$ cat src/rtl/osc_ps_pkg.sv
package osc_ps_pkg;

    localparam int SEL_W    = 3;
    localparam int TOP_CODE = (1 << SEL_W) - 1;

    // Effective rate request after irrelevant tune bits are masked.
    typedef struct packed {
        logic [SEL_W-1:0] code;
        logic             from_ref;
        logic             mult;
    } rate_cfg_t;

    function automatic rate_cfg_t norm_cfg(logic [SEL_W-1:0] code,
                                           logic fr, logic me);
        rate_cfg_t r;
        r.code     = code;
        r.from_ref = fr & (code == '0);
        r.mult     = me & (code == SEL_W'(TOP_CODE));
        return r;
    endfunction

    function automatic logic uses_slow_rc(rate_cfg_t c);
        return (c.code == '0) && !c.from_ref;
    endfunction

    // log2 of the divide ratio of the running rate
    function automatic int unsigned div_log2(rate_cfg_t c, int unsigned slow_log2);
        if (c.code == '0)
            return slow_log2;
        return int'(TOP_CODE) - int'(c.code);
    endfunction

endpackage

$ cat src/rtl/osc_div_counter.sv
module osc_div_counter #(
    parameter int CNT_W = 8
) (
    input  logic             clk,
    input  logic             rst,
    input  logic [CNT_W-1:0] last,
    input  logic             use_ext,
    input  logic             ext_tick,
    output logic             hit,
    output logic [CNT_W-1:0] cnt
);

    always_comb begin
        hit = use_ext ? ext_tick : (cnt == last);
    end

    always_ff @(posedge clk) begin
        if (rst)
            cnt <= '0;
        else if (hit || use_ext)
            cnt <= '0;
        else
            cnt <= cnt + 1'b1;
    end

endmodule

$ cat src/rtl/osc_rate_switch.sv
module osc_rate_switch
    import osc_ps_pkg::*;
#(
    parameter int RST_CODE = 6
) (
    input  logic      clk,
    input  logic      rst,
    input  rate_cfg_t req,
    input  logic      hit,
    output rate_cfg_t run,
    output logic      done,
    output logic      tick
);

    always_ff @(posedge clk) begin
        if (rst) begin
            run.code     <= SEL_W'(RST_CODE);
            run.from_ref <= 1'b0;
            run.mult     <= 1'b0;
            done         <= 1'b0;
            tick         <= 1'b0;
        end else begin
            tick <= hit;
            if (hit) begin
                if (req != run) begin
                    run  <= req;
                    done <= 1'b0;
                end else begin
                    done <= 1'b1;
                end
            end
        end
    end

endmodule

$ cat src/rtl/osc_postscaler.sv
module osc_postscaler
    import osc_ps_pkg::*;
#(
    parameter int SLOW_LOG2 = 8,
    parameter int RST_CODE  = 6,
    localparam int LADDER_W = TOP_CODE - 1,
    localparam int CNT_W    = (SLOW_LOG2 > LADDER_W) ? SLOW_LOG2 : LADDER_W
) (
    input  logic             clk,
    input  logic             rst,
    input  logic [SEL_W-1:0] rate_sel,
    input  logic             slow_from_ref,
    input  logic             mult_en,
    input  logic             slow_rc_tick,
    output logic             sys_tick,
    output logic             mult_active,
    output logic             switch_done,
    output logic             wdt_tick
);

    rate_cfg_t        req_cfg;
    rate_cfg_t        run_cfg;
    logic [CNT_W:0]   span;
    logic [CNT_W-1:0] div_last;
    logic [CNT_W-1:0] div_cnt;
    logic             use_rc;
    logic             div_hit;

    always_comb begin
        req_cfg  = norm_cfg(rate_sel, slow_from_ref, mult_en);
        use_rc   = uses_slow_rc(run_cfg);
        span     = (CNT_W+1)'(1) << div_log2(run_cfg, SLOW_LOG2);
        div_last = CNT_W'(span - 1'b1);
    end

    osc_div_counter #(.CNT_W(CNT_W)) u_cnt (
        .clk      (clk),
        .rst      (rst),
        .last     (div_last),
        .use_ext  (use_rc),
        .ext_tick (slow_rc_tick),
        .hit      (div_hit),
        .cnt      (div_cnt)
    );

    osc_rate_switch #(.RST_CODE(RST_CODE)) u_sw (
        .clk  (clk),
        .rst  (rst),
        .req  (req_cfg),
        .hit  (div_hit),
        .run  (run_cfg),
        .done (switch_done),
        .tick (sys_tick)
    );

    assign mult_active = run_cfg.mult;

    always_ff @(posedge clk) begin
        if (rst)
            wdt_tick <= 1'b0;
        else
            wdt_tick <= slow_rc_tick;
    end

endmodule

$ cat config.mk
export PLATFORM = sky130hd
export DESIGN_NAME = osc_postscaler
export DESIGN_NICKNAME = d
export VERILOG_FILES = /design/src/rtl/osc_ps_pkg.sv /design/src/rtl/osc_div_counter.sv /design/src/rtl/osc_rate_switch.sv /design/src/rtl/osc_postscaler.sv
export SDC_FILE = /design/constraint.sdc
export NUM_CORES = 1
export LEC_CHECK = 0
export BUFFER_PORTS_ARGS = -buffer_cell sky130_fd_sc_hd__buf_2
export CAP_MARGIN = 20
export CORE_ASPECT_RATIO = 0.8
export CORE_MARGIN = 3
export CORE_UTILIZATION = 40
export DETAILED_ROUTE_END_ITERATION = 8
export PLACE_DENSITY = 0.62
export SKIP_CTS_REPAIR_TIMING = 1
export SLEW_MARGIN = 40
export SYNTH_ARGS = -nofsm -noshare
export SYNTH_HDL_FRONTEND = slang
export SYNTH_HIERARCHICAL = 1
export SYNTH_SLANG_ARGS = --single-unit
export TNS_END_PERCENT = 100
$ cat constraint.sdc
create_clock -name clk -period 2.05 [get_ports clk]
set_clock_uncertainty 0.05 [all_clocks]
set_input_delay 0.1025 -clock clk [delete_from_list [all_inputs] [get_ports clk]]
set_output_delay 0.1025 -clock clk [all_outputs]
set_load 0.01 [all_outputs]
==> Word level (Yosys, flattened, before mapping) <==
Index checks and enable logic that the tools add are counted.
{ "classes": {"n_eq_ne": 3, "n_bitwise": 2, "reduce_logical": 7, "n_mul": 0, "n_addsub": 3, "n_lt_le_gt_ge": 0, "n_mux": 5, "shift": 1, "div": 0} }
{ "ops": {"columns": ["operator", "count"], "rows": [
  ["two-way mux 32 bit", 1],
  ["<< shifter 1 x 32 -> 8 bit, first input constant", 1],
  ["adder 8 x 1 -> 8 bit, second input constant", 1],
  ["== test 8 bit", 1],
  ["subtractor 8 x 1 -> 8 bit, second input constant", 1],
  ["logical NOT 3 bit", 2],
  ["!= test 5 bit", 1],
  ["two-way mux 4 bit", 1],
  ["subtractor 3 x 3 -> 4 bit, first input constant", 1],
  ["== test 3 bit, second input constant", 1],
  ["two-way mux 1 bit", 3],
  ["bitwise AND 1 bit", 2],
  ["AND reduction 2 bit", 1],
  ["OR reduction 2 bit", 1],
  ["logical AND 1 bit", 1],
  ["logical NOT 1 bit", 1],
  ["logical OR 1 bit", 1]
]} }
{ "word_totals": {"input_bits": 8, "latch_bits": 0, "out_inout_bits": 4, "mem_count": 0, "rom_bits": 0, "ff_bits": 16, "ram_bits": 0, "elab_cells": 28} }

==> Longest topological paths before layout <==
{ "logic_depth": {"depth_word": 9, "depth_mapped": 9, "mapped_depth_nobuf": 7} }

==> Hierarchy <==
Netlist, hierarchy kept.
{ "modules_own_cells": {"columns": ["mod", "n_inst", "seq_area_each_um2", "cells_each", "area_each_um2"], "rows": [
  ["osc_div_counter", 1, 160.2, 50, 493.0],
  ["osc_rate_switch", 1, 140.1, 28, 302.8],
  ["osc_postscaler", 1, 20.0, 15, 108.9]
]} }

==> Least setup slack after synthesis <==
No wires, ideal clock.
{ "synth_timing": {"kind": "register -> register", "from": "register u_sw/run[3] in the netlist's numbering", "to": "register u_sw/run[3] in the netlist's numbering", "setup_slack_ns": 0.054, "stages_incl_launch_ff": 9, "required_ns": 1.880, "synth_period_minus_slack_ns": 1.996, "t_arrival_ns": 1.826, "setup_ns": 0.120, "path_buffers": 2, "path_cell_list": "dfxtp_1 -> buf_6 -> nor3_1 -> xor2_1 -> nor4_4 -> a31o_1 -> buf_6 -> nor2b_1 -> a211o_1"} }
{ "synth_via": {"elab_chain_cells": 8, "word_cells_on_any_way": 12, "cone_classes": "add/sub (2); eq/ne (2); shift (1); mux (4); reduce/logical (3)"} }
{ "synth_rtl": {"columns": ["element", "line", "source"], "rows": [
  ["start: declaration", "osc_rate_switch.sv:10", "output rate_cfg_t run,"],
  ["start signal: assignment", "osc_rate_switch.sv:26", "run <= req;"],
  ["branches (longest 2 deep; another with subtractor 3 x 3 -> 4 bit)", null, null],
  ["two-way mux 32 bit *", "osc_ps_pkg.sv:30", "return int'(TOP_CODE) - int'(c.code);"],
  ["<< shifter 1 x 32 -> 8 bit *", "osc_postscaler.sv:32", "span = (CNT_W+1)'(1) << div_log2(run_cfg, SLOW_LOG2);"],
  ["subtractor 8 x 1 -> 8 bit *", "osc_postscaler.sv:33", "div_last = CNT_W'(span - 1'b1);"],
  ["net div_last[6]", "osc_postscaler.sv:24", "logic [CNT_W-1:0] div_last;"],
  ["== test 8 bit *", "osc_div_counter.sv:14", "hit = use_ext ? ext_tick : (cnt == last);"],
  ["two-way mux 1 bit *", "osc_div_counter.sv:14", null],
  ["net div_hit", "osc_postscaler.sv:27", "logic div_hit;"],
  ["AND reduction 2 bit (no line) *", null, null]
]} }
Mark *: on every way through the listed nets, which the timed path passes.
A chain may end at the register's enable or synchronous reset.

==> Worst setup path after layout <==
{ "layout_timing": {"from": "register u_sw/run[3] in the netlist's numbering", "to": "register u_sw/run[4] in the netlist's numbering"} }
The elaborated chain is that of the path after synthesis.

==> impl.org <==
** Status
- Run status :: complete, no violations

** Logic synthesis
- Summing every instance area after synthesis gives 905 sq um.
- The synthesized design contains 16 register bits.
- Synth unique cells :: 32
- Of the post-synthesis cell area, the dominant cell type holds 0.354.
- Cell taking the most area after synthesis :: dfxtp_1
- Most instantiated flip-flop cell in the synthesis netlist :: dfxtp_1
- The most common cell in the synthesized netlist is dfxtp_1.
- Post-synth ARST share :: 0
- Syn nets :: 102
- Each instance of the synthesized netlist takes up on average 9.73 sq um.
- Number of standard cells after synthesis :: 93
- Ranked by instance count, the synthesized netlist is headed by 16 x dfxtp_1, 10 x xor2_1, 6 x xnor2_1.
- Count of yosys warnings during synthesis :: 6
- Sequential fraction of the synthesis area :: 0.354
- Number of enable flip-flop cells after synthesis :: 0
- By area the synthesized netlist is led by dfxtp_1 35%, xor2_1 9.7%, xnor2_1 5.8%.

** Critical path
- Worst stage delay on the critical path :: 380 ps
- STA classifies the critical path endpoint as a flip-flop.
- The worst register-to-register path has a depth of 6.
- The critical path goes through nor3_1 > xor2_1 > nor4_4 > a31o_2 > nor2b_1 > a211o_1.
- Maximum fanout along the worst path :: 10
- Reg-to-Reg Start :: u_sw/run[3]
- Worst R2R End :: u_sw/run[4]
- CP required :: 2170 ps
- STA puts the critical path data arrival time at 2000 ps.
- STA classifies the critical path startpoint as a flip-flop.
- Among all stages on the critical path, the largest delay is contributed by dfxtp_2.
- Worst reg2reg setup slack :: 170 ps
- Critical path start-end classification :: reg2reg

** CTS
- CTS buffer count :: 3
- Clock-pin slew of the registers on the worst-case setup and hold paths :: 90 ps
- Worst-case clock buffer depth :: 2
- CTS built an H-tree with a depth of 1.
- Worst skew pair latency :: 280 ps
- CTS root buffer :: clkbuf_4
- CTS tree :: built
- CTS saw 16 sinks.

** Power
- For this design the ratio of total power to cell area is 1340 nW/um^2.
- For this design the static power due to leakage is 0.394 nW.
- The analysis attributes to net switching a power of 0.566 mW.
- Relative contribution of sequential cells to total power :: 0.353
- VDD sags by at most 0.784 mV.
- The share of total power dissipated in combinational logic is 0.528.
- Of the total power, the share spent switching nets is 0.425.
- Internal Power :: 0.765 mW
- Proportion of power drawn by the clock network :: 0.119

** Floorplan
- The initialized floorplan defines 14 standard-cell rows.
- For this configuration, the core starts out at a cell density of 0.449.
- In this run the vertical extent of the chip is 48.5 microns.
- After floorplanning, the core was sized to cover 2010 sq um.
- During I/O placement, the number of pins put on the boundary was 12.
- Die width :: 59.2 microns
- Overall die area :: 2870 sq um

** Detailed routing
- Post-detailed-route DRC marker count :: 0
- Count of routing violations after the opening detailed-route iteration :: 4
- Post-detailed-routing wire length :: 1.67 mm
- Count of vias placed by the detailed router :: 684
- Vias/cell :: 5.30
- First drt pass iteration count :: 5
- After detailed routing, the average wire length per cell comes to 12.9 microns.
- Number of antenna-violating nets in the routed design :: 0

** Global route
- The first global-routing pass estimated 3.05 mm of wire.
- The initial antenna violation count is 0.
- Via count of the first global-routing pass :: 659
- After global routing the overflow that remains totals 0.
- Across every metal layer, demand over resource in global routing totals 0.137.
- Entering global routing, the biggest net connects 12 pins.

** Min path
- Hold WC Path Type :: in2reg
- The worst hold path begins at slow_rc_tick.
- The worst hold path terminates at wdt_tick.
- Number of instances on the worst hold path :: 2

** Final layout
- The final layout contains 116 nets.
- Antenna fix cells :: 0
- Compared with the post-synthesis result, the final layout area differs by 9.96%.
- Leaving out filler cells and counting taps, the final layout contains 129.
- Fill cell instance count of the final layout :: 186
- Final cell area excluding filler cells :: 995 sq um
- In the final layout, flip-flops and latches occupy 323 sq um.
- Multi-input logic area :: 523 sq um
- Of the cells placed in the final design, the portion with a size suffix greater than 1 is 0.248.

** Placed design
- Cell area after placement :: 970 sq um
- Port buffering added 11 buffers.
- HPWL after DPL :: 1.31 mm
- Final weighted congestion in routability-driven placement :: 0.725
- Placed instance count :: 126

** STA
- Post-layout min period :: 1880 ps
- Upper clock frequency limit :: 531 MHz
- Final Max Slew Viols :: 0
- Measured against its own limit, the worst slew margin works out to 0.688.
- Number of hold violations in the final report :: 0
- Dividing the final minimum period by the clock period gives 0.918.
- In the final timing run, aggregate negative setup slack is 0 ps.
- Setup repair after global routing missed its margin :: false
- Worst-margin pin slew :: 462 ps
- Worst hold slack after final layout :: 6.97 ps
- Setup violations remaining at the end of the flow were counted as 0.

** Flow run
- Max-cap violations in this run came to 0.
worst max path at each step:
| stage | endpoint | slack, ps | startpoint | cells after the start |
|---|---|---|---|---|
| after floorplan | u_sw/run[3] | 50 | u_sw/run[3] | 8 |
| after global placement | u_sw/run[3] | 40 | u_sw/run[3] | 6 |
| after detailed placement | u_sw/done | 10 | u_sw/run[3] | 7 |
| after CTS | u_sw/done | -20 | u_sw/run[3] | 7 |
| after global routing | u_sw/done | 10 | u_sw/run[3] | 7 |
| final | u_sw/run[4] | 170 | u_sw/run[3] | 6 |
sequential cells by signal (all words and copies together), names as in the netlist:
signal / count
u_sw/done: 1
u_cnt/cnt: 8
wdt_tick: 1
u_sw/run: 5
u_sw/tick: 1
through the flow:
step | total power [mW] | util | setup slack [ps]
after floorplan | 1.03 | - | 53.7
after global placement | 1.15 | 0.481 | 41.4
after detailed placement | 1.17 | 0.481 | 12.7
after CTS | 1.33 | 0.493 | -15.5
after global routing | 1.45 | 0.494 | 10.1
final | 1.33 | 0.494 | 167
cell usage in the layout, fill, tap and decap left out, drive strengths merged:
cell / synthesis / routed
nor2: 4 / 4
buf: 5 / 14
nand3: 5 / 5
clkbuf: 0 / 3
nor4: 3 / 3
or3: 3 / 3
xnor2: 6 / 6
nor2b: 4 / 4
a31o: 1 / 1
or2: 1 / 1
xor2: 10 / 10
and2: 1 / 1
mux2i: 3 / 3
a221oi: 3 / 3
a211oi: 5 / 5
nor4b: 1 / 1
nand2: 3 / 3
nand4: 2 / 2
inv: 5 / 5
a21oi: 1 / 1
o21ai: 4 / 4
ha: 1 / 1
a211o: 2 / 2
and4: 1 / 1
o32ai: 1 / 1
nor3: 2 / 2
dfxtp: 16 / 16
power groups by stage:
stage	sequential, mW	combinational (mW)	clock (mW)
after floorplan	0.433	0.597	0
after global placement	0.470	0.684	0
after detailed placement	0.472	0.695	0
after CTS	0.466	0.696	0.165
after global routing	0.486	0.786	0.180
final	0.470	0.702	0.158
area by class of cell:
cell class / count / area share
clock buffer: 3 / 0.0226
inverter: 5 / 0.0189
multi-input combinational: 67 / 0.526
tap: 24 / 0.0302
sequential: 16 / 0.325
timing repair buffer: 14 / 0.0780
cell families (layout without fill, tap and decap cells):
logic type,count (synthesis),count (layout),synth area share
AND/OR/NAND/NOR,30,30,0.232
AO/OA/AOI/OAI,17,17,0.144
XOR/XNOR,16,16,0.155
flip-flops,16,16,0.354
buffers and inverters,10,22,0.0678
multiplexers,3,3,0.0332
adder cells (fa/ha/maj),1,1,0.0138
worst max-delay path: cells and delay by family, from the launching register on:
kind	cells	cell delay [ps]
AO/OA/AOI/OAI	2	580
XOR/XNOR	1	130
flip-flops	1	380
AND/OR/NAND/NOR	3	630
routing by layer:
metal,track usage,part of all wire,vias up
met5,0,0,-
met4,0.0226,0.0078,0
li1,-,-,363
met3,0.0612,0.055,2
met2,0.186,0.42,11
met1,0.199,0.51,308
No activity file was read; power rests on OpenSTA's default activity.
